### src/rtl/irq_pkg.sv
// Shared types for the interrupt request packetizer.
// Assumes exactly two request buses, named by a one-bit select.
package irq_pkg;
    typedef enum logic {
        BUS_A = 1'b0,
        BUS_B = 1'b1
    } bus_sel_e;
endpackage

### src/rtl/irq_sync_mask.sv
// Brings asynchronous active-low request lines into the clock domain
// through STAGES flops, inverts them to active-high and gates them with
// the enable word. Assumes the enable word is already synchronous.
module irq_sync_mask #(
    parameter int W      = 32,
    parameter int STAGES = 2
) (
    input  logic         clk,
    input  logic         rst_n,
    input  logic [W-1:0] raw_n,
    input  logic [W-1:0] en,
    output logic [W-1:0] pend
);
    logic [W-1:0] stg [STAGES];

    genvar s;
    generate
        for (s = 0; s < STAGES; s++) begin : g_stage
            if (s == 0) begin : g_first
                // First flop: capture the raw lines, idle value all inactive.
                always_ff @(posedge clk) begin
                    if (!rst_n) stg[0] <= '1;
                    else        stg[0] <= raw_n;
                end
            end else begin : g_next
                // Later flops: pass the previous stage on.
                always_ff @(posedge clk) begin
                    if (!rst_n) stg[s] <= '1;
                    else        stg[s] <= stg[s-1];
                end
            end
        end
    endgenerate

    // Invert to active-high and apply the enables.
    always_comb pend = ~stg[STAGES-1] & en;
endmodule

### src/rtl/irq_bus_pick.sv
// Fixed-priority pick within one bus: the lowest pending line number wins.
// Assumes LINE_W is wide enough to hold LINES-1.
module irq_bus_pick #(
    parameter int LINES  = 16,
    parameter int LINE_W = 4
) (
    input  logic [LINES-1:0]  pend,
    output logic              any,
    output logic [LINE_W-1:0] idx
);
    // Scan from the top down so the lowest set bit is written last.
    always_comb begin
        idx = '0;
        for (int i = LINES - 1; i >= 0; i--) begin
            if (pend[i]) idx = LINE_W'(i);
        end
        any = |pend;
    end
endmodule

### src/rtl/irq_level_track.sv
// One outstanding bit per priority level. Two set sources (own accepted
// message, snooped peer issue) and one clear source (status return).
// A set and a clear for one level in the same cycle leave the bit set.
module irq_level_track #(
    parameter int LVL_W = 4,
    localparam int NLVL = 1 << LVL_W
) (
    input  logic             clk,
    input  logic             rst_n,
    input  logic             own_set,
    input  logic [LVL_W-1:0] own_lvl,
    input  logic             peer_set,
    input  logic [LVL_W-1:0] peer_lvl,
    input  logic             clr,
    input  logic [LVL_W-1:0] clr_lvl,
    output logic [NLVL-1:0]  busy
);
    genvar l;
    generate
        for (l = 0; l < NLVL; l++) begin : g_lvl
            logic set_hit;
            logic clr_hit;

            // Decode which events address this level.
            always_comb begin
                set_hit = (own_set  && own_lvl  == LVL_W'(l)) ||
                          (peer_set && peer_lvl == LVL_W'(l));
                clr_hit = clr && clr_lvl == LVL_W'(l);
            end

            // Hold the bit; a set overrides a coincident clear.
            always_ff @(posedge clk) begin
                if (!rst_n) busy[l] <= 1'b0;
                else        busy[l] <= set_hit | (busy[l] & ~clr_hit);
            end
        end
    endgenerate
endmodule

### src/rtl/irq_packetizer.sv
// Interrupt request packetizer. Synchronizes and masks two buses of
// active-low request lines, picks one request (lowest line within a bus,
// alternating between buses), forms {0, bus, line} plus the programmed
// level, and offers it on a valid/ready port. Loading is held while the
// programmed level is outstanding from its own or a peer's issue.
// Assumes VEC_W > LINE_W + 1 and that configuration inputs are synchronous.
module irq_packetizer #(
    parameter int LINES       = 16,
    parameter int LVL_W       = 4,
    parameter int VEC_W       = 6,
    parameter int SYNC_STAGES = 2,
    localparam int LINE_W     = $clog2(LINES),
    localparam int NLVL       = 1 << LVL_W,
    localparam int PAD_W      = VEC_W - 1 - LINE_W
) (
    input  logic               clk,
    input  logic               rst_n,
    input  logic [LINES-1:0]   bus0_req_n,
    input  logic [LINES-1:0]   bus1_req_n,
    input  logic [2*LINES-1:0] cfg_enable,
    input  logic [LVL_W-1:0]   cfg_level,
    output logic               msg_valid,
    input  logic               msg_ready,
    output logic [VEC_W-1:0]   msg_vector,
    output logic [LVL_W-1:0]   msg_level,
    input  logic               peer_issue_valid,
    input  logic [LVL_W-1:0]   peer_issue_level,
    input  logic               status_ret_valid,
    input  logic [LVL_W-1:0]   status_ret_level
);
    import irq_pkg::*;

    logic [2*LINES-1:0] pend_all;
    logic [1:0]         bus_any;
    logic [LINE_W-1:0]  bus_idx [2];
    logic [NLVL-1:0]    lvl_busy;
    bus_sel_e           last_bus;
    bus_sel_e           pick_bus;
    logic [LINE_W-1:0]  pick_idx;
    logic               hold_now;
    logic               do_load;
    logic               do_accept;

    irq_sync_mask #(
        .W      (2 * LINES),
        .STAGES (SYNC_STAGES)
    ) u_sync (
        .clk   (clk),
        .rst_n (rst_n),
        .raw_n ({bus1_req_n, bus0_req_n}),
        .en    (cfg_enable),
        .pend  (pend_all)
    );

    genvar b;
    generate
        for (b = 0; b < 2; b++) begin : g_bus
            irq_bus_pick #(
                .LINES  (LINES),
                .LINE_W (LINE_W)
            ) u_pick (
                .pend (pend_all[b*LINES +: LINES]),
                .any  (bus_any[b]),
                .idx  (bus_idx[b])
            );
        end
    endgenerate

    // Alternate buses when both have work; otherwise take whichever does.
    always_comb begin
        if (bus_any[1] && (!bus_any[0] || last_bus == BUS_A)) pick_bus = BUS_B;
        else                                                  pick_bus = BUS_A;
        pick_idx = (pick_bus == BUS_B) ? bus_idx[1] : bus_idx[0];
    end

    // Load gate: idle port, some request pending, level not held.
    always_comb begin
        hold_now  = lvl_busy[cfg_level] ||
                    (peer_issue_valid && peer_issue_level == cfg_level);
        do_load   = !msg_valid && (|bus_any) && !hold_now;
        do_accept = msg_valid && msg_ready;
    end

    // Message register: load when allowed, hold until accepted.
    always_ff @(posedge clk) begin
        if (!rst_n) begin
            msg_valid  <= 1'b0;
            msg_vector <= '0;
            msg_level  <= '0;
        end else if (do_load) begin
            msg_valid  <= 1'b1;
            msg_vector <= {{PAD_W{1'b0}}, pick_bus, pick_idx};
            msg_level  <= cfg_level;
        end else if (do_accept) begin
            msg_valid  <= 1'b0;
        end
    end

    // Remember the bus of the last accepted message for alternation.
    always_ff @(posedge clk) begin
        if (!rst_n)         last_bus <= BUS_B;
        else if (do_accept) last_bus <= bus_sel_e'(msg_vector[LINE_W]);
    end

    irq_level_track #(
        .LVL_W (LVL_W)
    ) u_track (
        .clk      (clk),
        .rst_n    (rst_n),
        .own_set  (do_accept),
        .own_lvl  (msg_level),
        .peer_set (peer_issue_valid),
        .peer_lvl (peer_issue_level),
        .clr      (status_ret_valid),
        .clr_lvl  (status_ret_level),
        .busy     (lvl_busy)
    );
endmodule

### config.mk
export PLATFORM = sky130hd
export DESIGN_NAME = irq_packetizer
export DESIGN_NICKNAME = d
export VERILOG_FILES = /design/src/rtl/irq_pkg.sv /design/src/rtl/irq_sync_mask.sv /design/src/rtl/irq_bus_pick.sv /design/src/rtl/irq_level_track.sv /design/src/rtl/irq_packetizer.sv
export SDC_FILE = /design/constraint.sdc
export NUM_CORES = 1
export LEC_CHECK = 0
export BUFFER_PORTS_ARGS = -buffer_cell sky130_fd_sc_hd__buf_2
export CORE_MARGIN = 2
export CORE_UTILIZATION = 48
export DETAILED_ROUTE_END_ITERATION = 16
export PLACE_DENSITY = 0.87
export SYNTH_ARGS = -nofsm -noshare
export SYNTH_HDL_FRONTEND = slang
export SYNTH_HIERARCHICAL = 1
export SYNTH_SLANG_ARGS = --single-unit
### constraint.sdc
create_clock -name clk -period 1.9 [get_ports clk]
set_input_delay 0.095 -clock clk [delete_from_list [all_inputs] [get_ports clk]]
set_output_delay 0.095 -clock clk [all_outputs]
set_load 0.1 [all_outputs]
# Word-level counts from Yosys, hierarchy flattened
# Memories as Yosys holds them, arrays and structs flattened.
# Index checks and enable logic that the tools add are counted.
dict set report totals {
  ff_bits 27
  mem_bits_rw 64
  in_bits 81
  output_inout_bits 11
  elab_cells 244
  memories 1
}
dict set report op_classes {
  magnitude_cmp 1
  eq_ne 46
  n_mux 42
  n_bitwise 53
  reduce_logical 81
}
# memory words width read_ports rd_clocked_by_memory_dff wr line_no
set mem_list {}
lappend mem_list {u_sync.stg 2 32 2 0 2 irq_sync_mask.sv:14} ;# logic [W-1:0] stg [STAGES];
# cell n
set op_table {}
lappend op_table {{2-to-1 mux 4 bit} 33}
lappend op_table {{equality test 4 bit, second input constant} 24}
lappend op_table {{2-to-1 mux 32 bit} 2}
lappend op_table {{logical AND 1 bit} 53}
lappend op_table {{equality test 4 x 3 -> 1 bit, second input constant} 12}
lappend op_table {{AND 32 bit} 1}
lappend op_table {{inverter 32 bit} 1}
lappend op_table {{OR reduction 16 bit} 2}
lappend op_table {{OR reduction 32 bit} 1}
lappend op_table {{equality test 4 x 2 -> 1 bit, second input constant} 6}
lappend op_table {{logical OR 1 bit} 18}
lappend op_table {{bitwise OR 1 bit} 18}
lappend op_table {{inverter 1 bit} 17}
lappend op_table {{AND 1 bit} 16}
lappend op_table {{equality test 4 x 1 -> 1 bit, second input constant} 3}
lappend op_table {{zero test 4 bit} 3}
lappend op_table {{2-to-1 mux 1 bit} 6}
lappend op_table {{< comparator 4 x 5 -> 1 bit, second input constant} 1}
lappend op_table {{binary-select mux 1 bit (select 4 bit)} 1}
lappend op_table {{equality test 4 bit} 1}
lappend op_table {{zero test 1 bit} 3}
lappend op_table {{nonzero test 2 bit} 1}

# Depth between registers and ports, before layout
# An unclocked memory read counts as a cell.
dict set report logic_depth {
  depth_word 20
  depth_mapped 10
  mapped_depth_nobuf 9
}

# Modules after synthesis
# The synthesis kept the hierarchy.
# mod instances cells_each area_per_inst_um2 seq_area_each_um2
set modules_own_cells {}
lappend modules_own_cells {irq_sync_mask 1 166 1916.8 1281.2}
lappend modules_own_cells {irq_level_track 1 92 850.8 320.3}
lappend modules_own_cells {irq_packetizer 1 78 718.2 220.2}
lappend modules_own_cells {irq_bus_pick 2 34 176.4 0.0}

# Least setup slack after synthesis
# Ideal clock, no wire load.
dict set report synth_path {
  path_type {flip-flop to flip-flop}
  start {memory u_sync.stg[1][4]}
  end {register msg_vector[0]}
  setup_ns 0.120
  t_arrival_ns 1.859
  required_ns 1.780
  slack_ns -0.079
  stages_incl_launch_ff 9
  path_buffers 0
  synth_period_minus_slack_ns 1.979
  path_cell_list {dfxtp_1 nor2b_1 nor4_2 nand3_1 or3_1 a21boi_1 mux2_2 nand2_1 mux2i_1}
}
# item line_no
set synth_lines {}
lappend synth_lines {{start: declaration} irq_sync_mask.sv:14}
lappend synth_lines {{end signal: assignment} irq_packetizer.sv:92} ;# msg_vector <= {{PAD_W{1'b0}}, pick_bus, pick_idx};
lappend synth_lines {{end: declaration} irq_packetizer.sv:24} ;# output logic [VEC_W-1:0] msg_vector,

==> impl_results.md <==
- Post-Syn Area: 3840 µm²
- Hold slack: 0.0488 ns
- Detailed Place HPWL: 6.73 mm
- Critical path origin: u_sync/stg[1][21]$_SDFF_PN1_
- Crit-path max FO: 5
- Die height: 93.4 µm
- Die area: 8730 µm²
- Final antenna-violating net count: 0
- Max Root-Sink Buffers: 2
- Fin util: 0.678
- Vias in the first global route: 3,566
- P_leak: 2.26 nW
- Hold WC Path Type: input port to register
- CTS tree: yes
- Reg2reg end: msg_level[2]$_SDFFE_PN0P_
- First-pass GRT wire length: 16.3 mm
- Initial antenna violation count: 0
- Arrival time worst endpoint: 2.40 ns
- Async SR Flop Fraction: 0
- DR pass1 iterations: 4
- Worst-Margin Slew: 0.504 ns
- Part of the cycle the worst path needs: 1.12
- Unrepaired setup endpoints after global routing: true
- Worst-skew pair later-pin latency: 0.36 ns
- Die Width: 93.4 µm
- Fin Clk Skew: 0.0190 ns
- Post-synth EDFFs: 0
- Port bufs: 90
- H-tree lvl count: 3
- Largest net degree at the start of global routing: 43
- Total CTS buffers: 9
- Area grow syn2layout: 36.5%
- Hold depth: 3
- CTS sink count: 91
- Worst setup SP type: register
- Violated checks: setup timing
- DR vias: 3,459
- Worst slew margin relative to its limit: 0.663
- Core Area: 7730 µm²
- Critical path class: register to register
- Hold path start: msg_ready
- Reg2reg start: u_sync/stg[1][21]$_SDFF_PN1_
- Run status: finished with violations
- Initial core utilization: 0.497
- Max Fclk: 0.470 GHz
- Peak VDD IR: 0.602 mV
- Tmin final: 2.13 ns
- # nets final: 644
- Met1 Use GR: 0.269
- Vias/cell: 5.16
- Worst-path clk slew: 0.10 ns
- Worst setup EP type: register
- Grt met2 use: 0.427
- Layout cell share with drive strength beyond 1: 0.310
- Synth Instances: 404
- Setup Viol. Count Final: 10
- WL final: 9.83 mm
- Met3 Track Usage GR: 0.0500
- Gr usage total: 0.238
- Mapped Nets: 485
- Reg2reg path depth: 9
- Wirelength per Cell: 14.7 µm
- Main synth FF type: dfxtp_1
- Hold endpoint: msg_valid$_SDFFE_PN0P_
- Grt ovf: 0
- Initial drt markers: 204
- Synth warn: 6
- Post-synthesis sequential area ratio: 0.475
- Power Total: 4.35 mW
- Seq cells post-synth: 91
- Count of pins over their slew limit: 0
- DRC Markers: 0
- Pwr/cell area: 830 nW/µm²
- Hold Violations, Final: 0
- Reg2reg setup slack: -0.23 ns
- Max-cap violations: 0
- N_diodes: 0
- CP Data Required Time: 2.17 ns
- Number of top-level pins: 92
- Root Buffer: clkbuf_8
- Routability Congestion: 0.854
- Library cells used by synthesis: 51
- Fill count: 568
- Setup slack after layout: -0.226 ns
- Avg Cell Area, Syn: 9.50 µm²
- Top Usage Layer GRT: met2
- Row count: 32
synthesized netlist by cell type, types with 2 or more instances:
| library cell | n | share of area |
|---|---|---|
| mux2_2 | 4 | 0.012 |
| or2b_1 | 5 | 0.0098 |
| nor4_1 | 2 | 0.0033 |
| o21ai_0 | 15 | 0.020 |
| nand2_1 | 30 | 0.029 |
| and2_1 | 2 | 0.0033 |
| mux4_2 | 3 | 0.018 |
| nor2_2 | 2 | 0.0033 |
| clkbuf_1 | 4 | 0.0039 |
| nand2b_1 | 62 | 0.10 |
| a21oi_1 | 6 | 0.0078 |
| a32oi_1 | 8 | 0.018 |
| nor3_1 | 3 | 0.0039 |
| o31ai_1 | 2 | 0.0039 |
| nor2b_1 | 35 | 0.057 |
| a21boi_1 | 17 | 0.033 |
| nor3b_2 | 2 | 0.0065 |
| a22oi_1 | 8 | 0.016 |
| dfxtp_1 | 91 | 0.47 |
| nor4_2 | 2 | 0.0065 |
| o22ai_1 | 2 | 0.0033 |
| nor2_1 | 19 | 0.019 |
| or3_1 | 2 | 0.0033 |
| buf_2 | 7 | 0.0091 |
| o311a_1 | 2 | 0.0052 |
| nand3b_1 | 2 | 0.0039 |
| xnor2_1 | 3 | 0.0068 |
| nand3_1 | 5 | 0.0065 |
| and3b_1 | 5 | 0.011 |
| a31oi_1 | 5 | 0.0081 |
| inv_1 | 10 | 0.0098 |
| buf_6 | 2 | 0.0059 |
| and3_1 | 5 | 0.0081 |
| mux2i_1 | 10 | 0.026 |
| o21ai_1 | 6 | 0.0078 |
timing repair:
action,in CTS,in global routing
endpoints found under the setup margin,10,10
hold endpoints to repair,32,0
cloned,1,0
buffers inserted,2,1
resized for setup,11,3
pin swaps,5,4
hold buffers,32,0
cells in the final DEF, fill, tap and decap left out, types with 3 or more instances in the layout:
cell and count:
buf_2 90, dfxtp_1 90, nand2b_1 62, buf_4 36
dlygate4sd3_1 32, nand2_1 30, nor2b_1 30, nor2_1 18
a21boi_1 16, o21ai_0 15, clkbuf_8 11, mux2i_1 10
inv_1 10, a32oi_1 8, a22oi_1 8, o21ai_1 6
a21oi_1 6, nor2b_2 6, and3_1 5, a31oi_1 5
nand3_1 5, or2b_1 5, and3b_1 4, mux4_2 3
xnor2_1 3, nor3_1 3, nor2_2 3, mux2_2 3
cell type report:
class | count | area (µm²) | share of cell area
tap | 102 | 128 | 0.0243
clock buffer | 11 | 151 | 0.0289
inverter | 10 | 37.5 | 0.00716
multi-input combinational | 290 | 1950 | 0.372
sequential | 91 | 1820 | 0.348
clock inverter | 5 | 58.8 | 0.0112
timing repair buffer | 161 | 1090 | 0.208
power by group:
part	total [mW]	switching, mW	internal, mW
sequential	2.07	0.0600	2.01
clock	1.35	0.664	0.682
combinational	0.930	0.539	0.391
total	4.35	1.26	3.09
critical path, stage by stage, from the launching register on:
cell and delay (ns):
dfxtp_1 0.33, nor2b_2 0.05, nor4_2 0.33, nand3_1 0.15, or3_4 0.35, nor2_2 0.12
a311o_1 0.14, a211oi_2 0.05, and3b_2 0.30, mux2i_1 0.21
state kept, by name, summed over array words and instances, names as in the netlist:
signal        cells
msg_vector        5
msg_level         4
u_sync/stg       64
u_track/busy     16
msg_valid         1
last_bus          1
how the worst max path moves through the flow:
stage / slack, ns / cells after the start / end
after floorplan: -0.03 / 10 / msg_valid$_SDFFE_PN0P_
after global placement: -0.23 / 9 / msg_vector[0]$_SDFFE_PN0P_
after detailed placement: -0.43 / 9 / msg_level[2]$_SDFFE_PN0P_
after CTS: -0.21 / 9 / msg_vector[2]$_SDFFE_PN0P_
after global routing: -0.31 / 9 / msg_level[2]$_SDFFE_PN0P_
final: -0.23 / 9 / msg_level[2]$_SDFFE_PN0P_
kinds of logic after synthesis:
logic type,after synthesis,synth area share
and+or+nand+nor,192,0.295
muxes,18,0.0593
AOI/OAI and AO/OA,75,0.133
other,1,0.000977
buffers and inverters,24,0.0306
DFF,91,0.475
xor gates and xnor gates,3,0.00685
stage by stage:
step,area (µm²),setup TNS [ns],std cells,worst slack [ns]
6_report,5240,-1.80,670,-0.226
5_1_grt,5240,-2.83,670,-0.314
3_3_place_gp,4640,-2.20,618,-0.227
4_1_cts,5230,-1.57,669,-0.208
3_5_place_dp,4640,-3.73,618,-0.429
2_1_floorplan,3840,-0.0266,404,-0.0266
routing by layer:
layer | wire (µm) | share of wire
met4 | 320 | 0.033
met3 | 599 | 0.061
met1 | 3910 | 0.40
met5 | 0 | 0
met2 | 5000 | 0.51
Power figures use the tool's default switching activity.
